`src/rtl/wsplit_pkg.sv`:
```
package wsplit_pkg;

  typedef enum logic [1:0] {
    ST_IDLE   = 2'd0,
    ST_CYCLE1 = 2'd1,
    ST_CYCLE2 = 2'd2,
    ST_DONE   = 2'd3
  } seq_state_e;

  typedef enum logic [1:0] {
    CK_NONE = 2'd0,
    CK_WORD = 2'd1,
    CK_HIGH = 2'd2,
    CK_LOW  = 2'd3
  } cyc_kind_e;

endpackage

```
`src/rtl/wsplit_ctrl.sv`:
```
module wsplit_ctrl
  import wsplit_pkg::*;
(
  input  logic       clk,
  input  logic       rst_n,
  input  logic       req_valid,
  input  logic       split,
  input  logic       bus_done,
  output seq_state_e state,
  output logic       accept
);

  seq_state_e state_q;
  seq_state_e state_d;

  assign accept = req_valid && (state_q == ST_IDLE);
  assign state  = state_q;

  always_comb begin
    state_d = state_q;
    case (state_q)
      ST_IDLE:   if (accept) state_d = ST_CYCLE1;
      ST_CYCLE1: if (bus_done) state_d = split ? ST_CYCLE2 : ST_DONE;
      ST_CYCLE2: if (bus_done) state_d = ST_DONE;
      ST_DONE:   state_d = ST_IDLE;
      default:   state_d = ST_IDLE;
    endcase
  end

  always_ff @(posedge clk or negedge rst_n) begin
    if (!rst_n) state_q <= ST_IDLE;
    else        state_q <= state_d;
  end

  // an accepted request always starts a bus cycle next
  p_busy_after_accept_r7: assert property (@(posedge clk) disable iff (!rst_n)
    accept |=> (state_q == ST_CYCLE1));

  // the done state never lasts more than one cycle
  p_done_single_r8: assert property (@(posedge clk) disable iff (!rst_n)
    (state_q == ST_DONE) |=> (state_q == ST_IDLE));

endmodule

```
`src/rtl/wsplit_lane.sv`:
```
module wsplit_lane
  import wsplit_pkg::*;
#(
  parameter int ADDR_W = 16,
  parameter int BYTE_W = 8
) (
  input  seq_state_e              state,
  input  logic                    byte_only,
  input  logic [ADDR_W-1:0]       addr,
  input  logic [2*BYTE_W-1:0]     wdata,
  output cyc_kind_e               kind,
  output logic [ADDR_W-1:0]       bus_addr,
  output logic                    hi_en,
  output logic                    lo_en,
  output logic [2*BYTE_W-1:0]     bus_wdata
);

  localparam int WORD_W = 2 * BYTE_W;
  localparam logic [ADDR_W-1:0] ADDR_ONE = ADDR_W'(1);
  localparam logic [BYTE_W-1:0] BYTE_ZERO = '0;

  logic [BYTE_W-1:0] byte_lo;
  logic [BYTE_W-1:0] byte_hi;
  logic              second;

  assign byte_lo = wdata[BYTE_W-1:0];
  assign byte_hi = wdata[WORD_W-1:BYTE_W];
  assign second  = (state == ST_CYCLE2);

  always_comb begin
    kind     = CK_NONE;
    bus_addr = addr;
    case (state)
      ST_CYCLE1: begin
        if (addr[0]) kind = CK_HIGH;
        else         kind = byte_only ? CK_LOW : CK_WORD;
      end
      ST_CYCLE2: begin
        kind     = CK_LOW;
        bus_addr = addr + ADDR_ONE;
      end
      default: kind = CK_NONE;
    endcase
  end

  assign hi_en = (kind == CK_WORD) || (kind == CK_HIGH);
  assign lo_en = (kind == CK_WORD) || (kind == CK_LOW);

  always_comb begin
    case (kind)
      CK_WORD: bus_wdata = wdata;
      CK_HIGH: bus_wdata = {byte_lo, BYTE_ZERO};
      CK_LOW:  bus_wdata = {BYTE_ZERO, second ? byte_hi : byte_lo};
      default: bus_wdata = '0;
    endcase
  end

endmodule

```
`src/rtl/wsplit_gather.sv`:
```
module wsplit_gather
  import wsplit_pkg::*;
#(
  parameter int BYTE_W = 8
) (
  input  logic                clk,
  input  logic                rst_n,
  input  logic                clear,
  input  logic                load,
  input  logic                second,
  input  cyc_kind_e           kind,
  input  logic [2*BYTE_W-1:0] bus_rdata,
  output logic [2*BYTE_W-1:0] acc
);

  localparam int WORD_W = 2 * BYTE_W;

  logic [WORD_W-1:0] acc_q;
  logic [WORD_W-1:0] acc_d;

  always_comb begin
    acc_d = acc_q;
    if (clear) begin
      acc_d = '0;
    end else if (load) begin
      case (kind)
        CK_WORD: acc_d = bus_rdata;
        CK_HIGH: acc_d[BYTE_W-1:0] = bus_rdata[WORD_W-1:BYTE_W];
        CK_LOW: begin
          if (second) acc_d[WORD_W-1:BYTE_W] = bus_rdata[BYTE_W-1:0];
          else        acc_d[BYTE_W-1:0]      = bus_rdata[BYTE_W-1:0];
        end
        default: acc_d = acc_q;
      endcase
    end
  end

  always_ff @(posedge clk or negedge rst_n) begin
    if (!rst_n)              acc_q <= '0;
    else if (clear || load)  acc_q <= acc_d;
  end

  assign acc = acc_q;

  // the completing second cycle of a split is always a low-lane cycle
  p_second_low_r5: assert property (@(posedge clk) disable iff (!rst_n)
    (load && second) |-> (kind == CK_LOW));

endmodule

```
`src/rtl/oddword_bus_seq.sv`:
```
module oddword_bus_seq
  import wsplit_pkg::*;
#(
  parameter int ADDR_W = 16,
  parameter int BYTE_W = 8
) (
  input  logic                  clk,
  input  logic                  rst_n,
  input  logic                  req_valid,
  output logic                  req_ready,
  input  logic                  req_write,
  input  logic                  req_byte,
  input  logic [ADDR_W-1:0]     req_addr,
  input  logic [2*BYTE_W-1:0]   req_wdata,
  output logic                  rsp_valid,
  output logic [2*BYTE_W-1:0]   rsp_rdata,
  output logic                  bus_req,
  output logic                  bus_we,
  output logic [ADDR_W-1:0]     bus_addr,
  output logic                  bus_hi_en,
  output logic                  bus_lo_en,
  output logic [2*BYTE_W-1:0]   bus_wdata,
  input  logic [2*BYTE_W-1:0]   bus_rdata,
  input  logic                  bus_done
);

  localparam int WORD_W = 2 * BYTE_W;

  seq_state_e        state;
  cyc_kind_e         kind;
  logic              accept;
  logic              cap_write;
  logic              cap_byte;
  logic [ADDR_W-1:0] cap_addr;
  logic [WORD_W-1:0] cap_wdata;
  logic              split;
  logic              in_cycle;
  logic              rd_load;

  always_ff @(posedge clk or negedge rst_n) begin
    if (!rst_n) begin
      cap_write <= 1'b0;
      cap_byte  <= 1'b0;
      cap_addr  <= '0;
      cap_wdata <= '0;
    end else if (accept) begin
      cap_write <= req_write;
      cap_byte  <= req_byte;
      cap_addr  <= req_addr;
      cap_wdata <= req_wdata;
    end
  end

  assign split    = !cap_byte && cap_addr[0];
  assign in_cycle = (state == ST_CYCLE1) || (state == ST_CYCLE2);
  assign rd_load  = in_cycle && bus_done && !cap_write;

  wsplit_ctrl u_ctrl (
    .clk       (clk),
    .rst_n     (rst_n),
    .req_valid (req_valid),
    .split     (split),
    .bus_done  (bus_done),
    .state     (state),
    .accept    (accept)
  );

  wsplit_lane #(.ADDR_W(ADDR_W), .BYTE_W(BYTE_W)) u_lane (
    .state     (state),
    .byte_only (cap_byte),
    .addr      (cap_addr),
    .wdata     (cap_wdata),
    .kind      (kind),
    .bus_addr  (bus_addr),
    .hi_en     (bus_hi_en),
    .lo_en     (bus_lo_en),
    .bus_wdata (bus_wdata)
  );

  wsplit_gather #(.BYTE_W(BYTE_W)) u_gather (
    .clk       (clk),
    .rst_n     (rst_n),
    .clear     (accept),
    .load      (rd_load),
    .second    (state == ST_CYCLE2),
    .kind      (kind),
    .bus_rdata (bus_rdata),
    .acc       (rsp_rdata)
  );

  assign req_ready = (state == ST_IDLE);
  assign bus_req   = in_cycle;
  assign bus_we    = in_cycle && cap_write;
  assign rsp_valid = (state == ST_DONE);

  // no lane is enabled outside a bus cycle
  p_quiet_lanes_r1: assert property (@(posedge clk) disable iff (!rst_n)
    !bus_req |-> (!bus_hi_en && !bus_lo_en));

  // an odd bus address never carries the low lane
  p_odd_no_low_r3: assert property (@(posedge clk) disable iff (!rst_n)
    (bus_req && bus_addr[0]) |-> !bus_lo_en);

  // the cycle holds steady through wait states
  p_hold_wait_r9: assert property (@(posedge clk) disable iff (!rst_n)
    (bus_req && !bus_done) |=> (bus_req && $stable(bus_addr) && $stable(bus_hi_en)
                                && $stable(bus_lo_en) && $stable(bus_wdata)));

  // the response is a single-cycle pulse followed by readiness
  p_rsp_pulse_r8: assert property (@(posedge clk) disable iff (!rst_n)
    rsp_valid |=> (!rsp_valid && req_ready));

  // no new request is accepted while cycles are in flight
  p_no_accept_busy_r7: assert property (@(posedge clk) disable iff (!rst_n)
    bus_req |-> !req_ready);

endmodule

```
`config.mk`:
```
export PLATFORM = sky130hd
export DESIGN_NAME = oddword_bus_seq
export DESIGN_NICKNAME = d
export VERILOG_FILES = /design/src/rtl/wsplit_pkg.sv /design/src/rtl/wsplit_ctrl.sv /design/src/rtl/wsplit_lane.sv /design/src/rtl/wsplit_gather.sv /design/src/rtl/oddword_bus_seq.sv
export SDC_FILE = /design/constraint.sdc
export NUM_CORES = 1
export LEC_CHECK = 0
export BUFFER_PORTS_ARGS = -buffer_cell sky130_fd_sc_hd__buf_2
export CAP_MARGIN = 0
export CELL_PAD_IN_SITES_DETAIL_PLACEMENT = 1
export CELL_PAD_IN_SITES_GLOBAL_PLACEMENT = 2
export CORE_ASPECT_RATIO = 1.1
export CORE_MARGIN = 4
export CORE_UTILIZATION = 33
export DETAILED_ROUTE_END_ITERATION = 12
export PLACE_DENSITY_LB_ADDON = 0.05
export SYNTH_ARGS = -nofsm -noshare
export SYNTH_HDL_FRONTEND = slang
export SYNTH_HIERARCHICAL = 1
export SYNTH_SLANG_ARGS = --single-unit
```
`constraint.sdc`:
```
create_clock -name clk -period 3.8 [get_ports clk]
set_clock_uncertainty 0.05 [all_clocks]
set_input_delay 0.38 -clock clk [delete_from_list [all_inputs] [get_ports clk]]
set_output_delay 0.38 -clock clk [all_outputs]
set_load 0.1 [all_outputs]
```
### Word level (Yosys, flattened, before mapping)

Index checks and enable logic that the tools add are counted.

| operators by class | value |
|---|---|
| $add $sub $neg | 1 |
| divide/modulo/power cells | 0 |
| reductions and logical operators | 18 |
| muxes and demuxes | 17 |
| equality and inequality tests | 11 |
| $mul | 0 |
| magnitude comparators | 0 |
| shift operators | 0 |
| bitwise operators | 0 |

Operators by type and width:

| operator | count |
|---|---|
| 2-to-1 mux 16 bit | 3 |
| case mux 16 bit (3 select lines) | 1 |
| 2-to-1 mux 8 bit | 3 |
| case mux 8 bit (3 select lines) | 1 |
| adder 16 x 1 -> 16 bit, second input constant | 1 |
| case mux 8 bit (2 select lines) | 1 |
| 2-to-1 mux 2 bit | 5 |
| == test 2 bit, second input constant | 4 |
| case mux 2 bit (4 select lines) | 1 |
| AND reduction 4 bit | 2 |
| inequality test 3 x 2 -> 1 bit, second input constant | 2 |
| logical AND 1 bit | 5 |
| == test 2 x 1 -> 1 bit, second input constant | 2 |
| logical OR 1 bit | 4 |
| inequality test 2 bit, second input constant | 2 |
| case mux 2 bit (2 select lines) | 1 |
| nonzero test 4 bit | 1 |
| AND reduction 3 bit | 1 |
| nonzero test 3 bit | 1 |
| logical NOT 1 bit | 2 |
| logical NOT 2 bit | 1 |
| inequality test 2 x 1 -> 1 bit, second input constant | 1 |
| nonzero test 2 bit | 1 |
| 2-to-1 mux 1 bit | 1 |

| word-level totals | value |
|---|---|
| latch bits | 0 |
| register bits | 52 |
| output and inout port bits | 54 |
| bits in writable memories | 0 |
| word-level logic and storage cells | 54 |
| ROM bits | 0 |
| bits of input ports | 54 |
| memories kept | 0 |

### Logic depth before layout (Yosys ltp)

| logic depth | value |
|---|---|
| depth in word-level cells | 7 |
| gate-level depth with buffers | 14 |
| mapped depth without buffers | 10 |

### Cells and area by module

Netlist, hierarchy kept.

By module, submodules not included:

| module | area an instance (µm²) | cells an instance | times used |
|---|---|---|---|
| oddword_bus_seq | 1483.9 | 80 | 1 |
| wsplit_gather | 993.5 | 81 | 1 |
| wsplit_lane | 714.4 | 104 | 1 |
| wsplit_ctrl | 180.2 | 17 | 1 |

### Worst setup path before layout

Ideal clock, no wire load.

| path | value |
|---|---|
| kind | flip-flop to output port |
| start | reg u_ctrl.state_q[0], in the netlist u_ctrl/state[0] |
| end | out bus_wdata[3] |
| stages on the path, launching flop included | 12 |
| data arrival time | 3.922 ns |
| buffers on the path | 3 |
| setup slack | -0.552 ns |
| cell sequence | dfrtp_1 > inv_1 > ha_1 > buf_4 > buf_2 > o21bai_1 > inv_1 > ha_1 > clkbuf_1 > nor2b_1 > o21ai_0 > a21oi_1 |

| between the ends | value |
|---|---|
| longest elaborated chain between the ends | 4 |
| elaborated cells between the ends (all ways) | 8 |

RTL lines:

| what | line | text |
|---|---|---|
| start: declaration | wsplit_ctrl.sv:13 | `seq_state_e state_q;` |
| start signal: assignment | wsplit_ctrl.sv:32 | `else state_q <= state_d;` |
| == test 2 bit or == test 2 x 1 -> 1 bit (tied branches) | wsplit_lane.sv:28, wsplit_lane.sv:33 |  |
| case mux 2 bit (2 select lines) | wsplit_lane.sv:33 | `case (state)` |
| == test 2 bit or == test 2 x 1 -> 1 bit (tied branches) | wsplit_lane.sv:50 | `case (kind)` |
| case mux 16 bit (3 select lines) * | wsplit_lane.sv:50 |  |
| end: declaration | oddword_bus_seq.sv:22 | `output logic [2*BYTE_W-1:0] bus_wdata,` |

Mark *: on every way between the ends. The rest lies on a longest branch, timed or not.

### Final worst setup path

| path | value |
|---|---|
| start | reg u_ctrl.state_q[1], in the netlist u_ctrl/state[1] |
| end | out bus_wdata[6] |

Same word-level chain as after synthesis.

==> impl_metrics.tcl <==
set metrics [dict create \
    outcome "finished, final reports clean" \
    die-area_um2 11900 \
    grt_pass1_wl_mm 14.2 \
    utilization_pct 41.3 \
    start_kind "flop" \
    timing.fmax_ghz 0.298 \
    postRouteAntennaNets 0 \
    maxSlewViolCount 0 \
    cp_max_fo 16 \
    drt-wirelength-per-cell_um 17.5 \
    initialDrtViolationCount 47 \
    synth_top_area_share_pct 38.6 \
    syn-num-nets 352 \
    period_share_pct 88.3 \
    htreeDepth 2 \
    crit_required_ps 3370 \
    vias_per_cell 4.97 \
    async_flop_share_pct 100 \
    synth-main-ff-cell "dfrtp_1" \
    routed_wirelength_mm 8.74 \
    crit_chain "ha_1 -> o21bai_1 -> inv_1 -> ha_1 -> a22oi_1 -> nor2_2 -> buf_2" \
    cap_violations 0 \
    grt_pass1_vias 2753 \
    ys_top_cells_by_count "52 x dfrtp_1, 30 x mux2_4, 18 x a21oi_1, 18 x nor2_1" \
    coreArea_um2 9940 \
    yosys_warnings 6 \
    grt_max_degree 53 \
    ctsHoldBuffers 0 \
    portBuffers 107 \
    dr.pass1.iters 5 \
    r2r_slack_ps 940 \
    clk_pin_slew_ps 100 \
    synth.area.top_cells "dfrtp_1 39%, mux2_4 13%, a211oi_2 5.9%" \
    cts.sinks 52 \
    cts_tree "built" \
    row_count 38 \
    clkLatencyLatePin_ps 300 \
    yosys_register_bits 52 \
    ios 108 \
    rsz0062_at_grt "no" \
    place_congestion 0.723 \
    hp-class "in -> async" \
    fin_nets 448 \
    nFillCells 1122 \
    seq_area_frac_synth_pct 38.6 \
    die_height_um 114 \
    post-cts-setup-buffers 0 \
    synth-edff-count 0 \
    drive_gt1_share_pct 52.0 \
    track_usage_pct 14.8 \
    ctsLongestPathBuffers 2 \
    clockRootBuffer "clkbuf_8" \
    n_antenna_cell 0 \
    cp_common_cell "ha_1" \
    slowest_stage "ha_1" \
    synth_cells 282 \
    path_class "reg -> out" \
    cpPeakStageDelay_ps 590 \
    setup_tns_ps 0 \
    hold_viol 0 \
    drc 0 \
    post-dp-hpwl_mm 6.33 \
    final-setup-viol-count 0 \
    maxSlewHeadroom_pct 37.8 \
    die_x_um 104 \
    whs_ps 150 \
    worstMarginPinSlew_ps 933 \
    synth_area_um2 3370 \
    crit_path_end_kind "output port" \
    synth_cell_types 40 \
    cts_buffers 5 \
    grt_overflow_total 0 \
    cts_resized 0 \
    vias 2478 \
    period_minus_slack_ps 3350 \
    yosysMostFrequentCell "dfrtp_1" \
    netlist.top_cell.by_area "dfrtp_1" \
    arrival_ps 2920 \
    antenna_found_initial 1 \
    area_growth_pct 21.7 \
    start_util_pct 33.9 \
    avgSynthCellArea_um2 12.0 \
]
-- cell type report --
cell class | count | area [µm²] | share of cell area, %
Clock buffer | 8 | 90.1 | 2.19
Inverter | 10 | 37.5 | 0.914
Multi-Input combinational cell | 199 | 1890 | 46.1
Sequential cell | 52 | 1300 | 31.7
Tap cell | 120 | 150 | 3.66
Timing Repair Buffer | 110 | 633 | 15.4
-- kinds of logic after synthesis --
| kind of cell | share of synthesized area (%) |
|---|---|
| buffers and inverters | 6.57 |
| and+or+nand+nor | 8.16 |
| DFF | 38.6 |
| AOI/OAI and AO/OA | 14.1 |
| adders and majority gates | 5.94 |
| muxes | 22.8 |
| xor gates and xnor gates | 3.90 |
-- state kept, by name, indices dropped and copies added (netlist names) --
| name | cells |
|---|---|
| cap_write | 1 |
| cap_addr | 16 |
| u_gather/acc | 16 |
| u_ctrl/state | 2 |
| cap_wdata | 16 |
| cap_byte | 1 |
-- routing by layer --
metal,track usage (%),vias to the layer above,routed length [µm]
li1,-,1193,-
met1,18.5,1208,3850
met2,25.9,68,4300
met3,4.02,7,500
met4,2.93,2,72
met5,0,-,13
-- through the flow --
step	cells	setup WS, ps	area [µm²]
after floorplan	282	-12.3	3410
after global placement	491	865	4020
after detailed placement	491	749	4020
after CTS	499	418	4110
after global routing	499	167	4110
final	499	446	4110
-- worst max-delay path, delay by kind of cell, from the launching register on --
kind / cells / cell delay, ps
adders and majority gates: 2 / 1000
buffers and inverters: 2 / 630
DFF: 1 / 490
and+or+nand+nor: 1 / 110
AOI/OAI and AO/OA: 2 / 390
-- worst paths after layout --
path,from,to,cells after the start
worst max-delay path,u_ctrl/state[1],bus_wdata[6],7
worst min-delay path,rst_n,u_gather/acc[2],2
worst max register to register,u_ctrl/state[1],u_gather/acc[12],10
worst min register to register,cap_write,cap_write,1
max in group asynchronous,rst_n,cap_wdata[1],2
min in group clk,req_addr[6],cap_addr[6],2
-- placed cells by master (no fill, tap or decap), types with 3 or more instances in the layout --
cell,count
buf_2,102
dfrtp_1,52
mux2_4,30
a21oi_1,17
ha_1,16
mux2i_1,16
a211oi_2,16
a22oi_1,15
nor2_2,15
mux2_2,12
inv_1,10
xnor2_1,10
nand2_1,8
clkbuf_8,6
buf_12,5
nand3_1,5
xor2_1,5
and2_1,3
nor2b_1,3
buf_4,3
nor2_1,3
and3_1,3
Power is not shown: default switching activity piles up to over one toggle a cycle in this logic, so the estimate is an artifact.
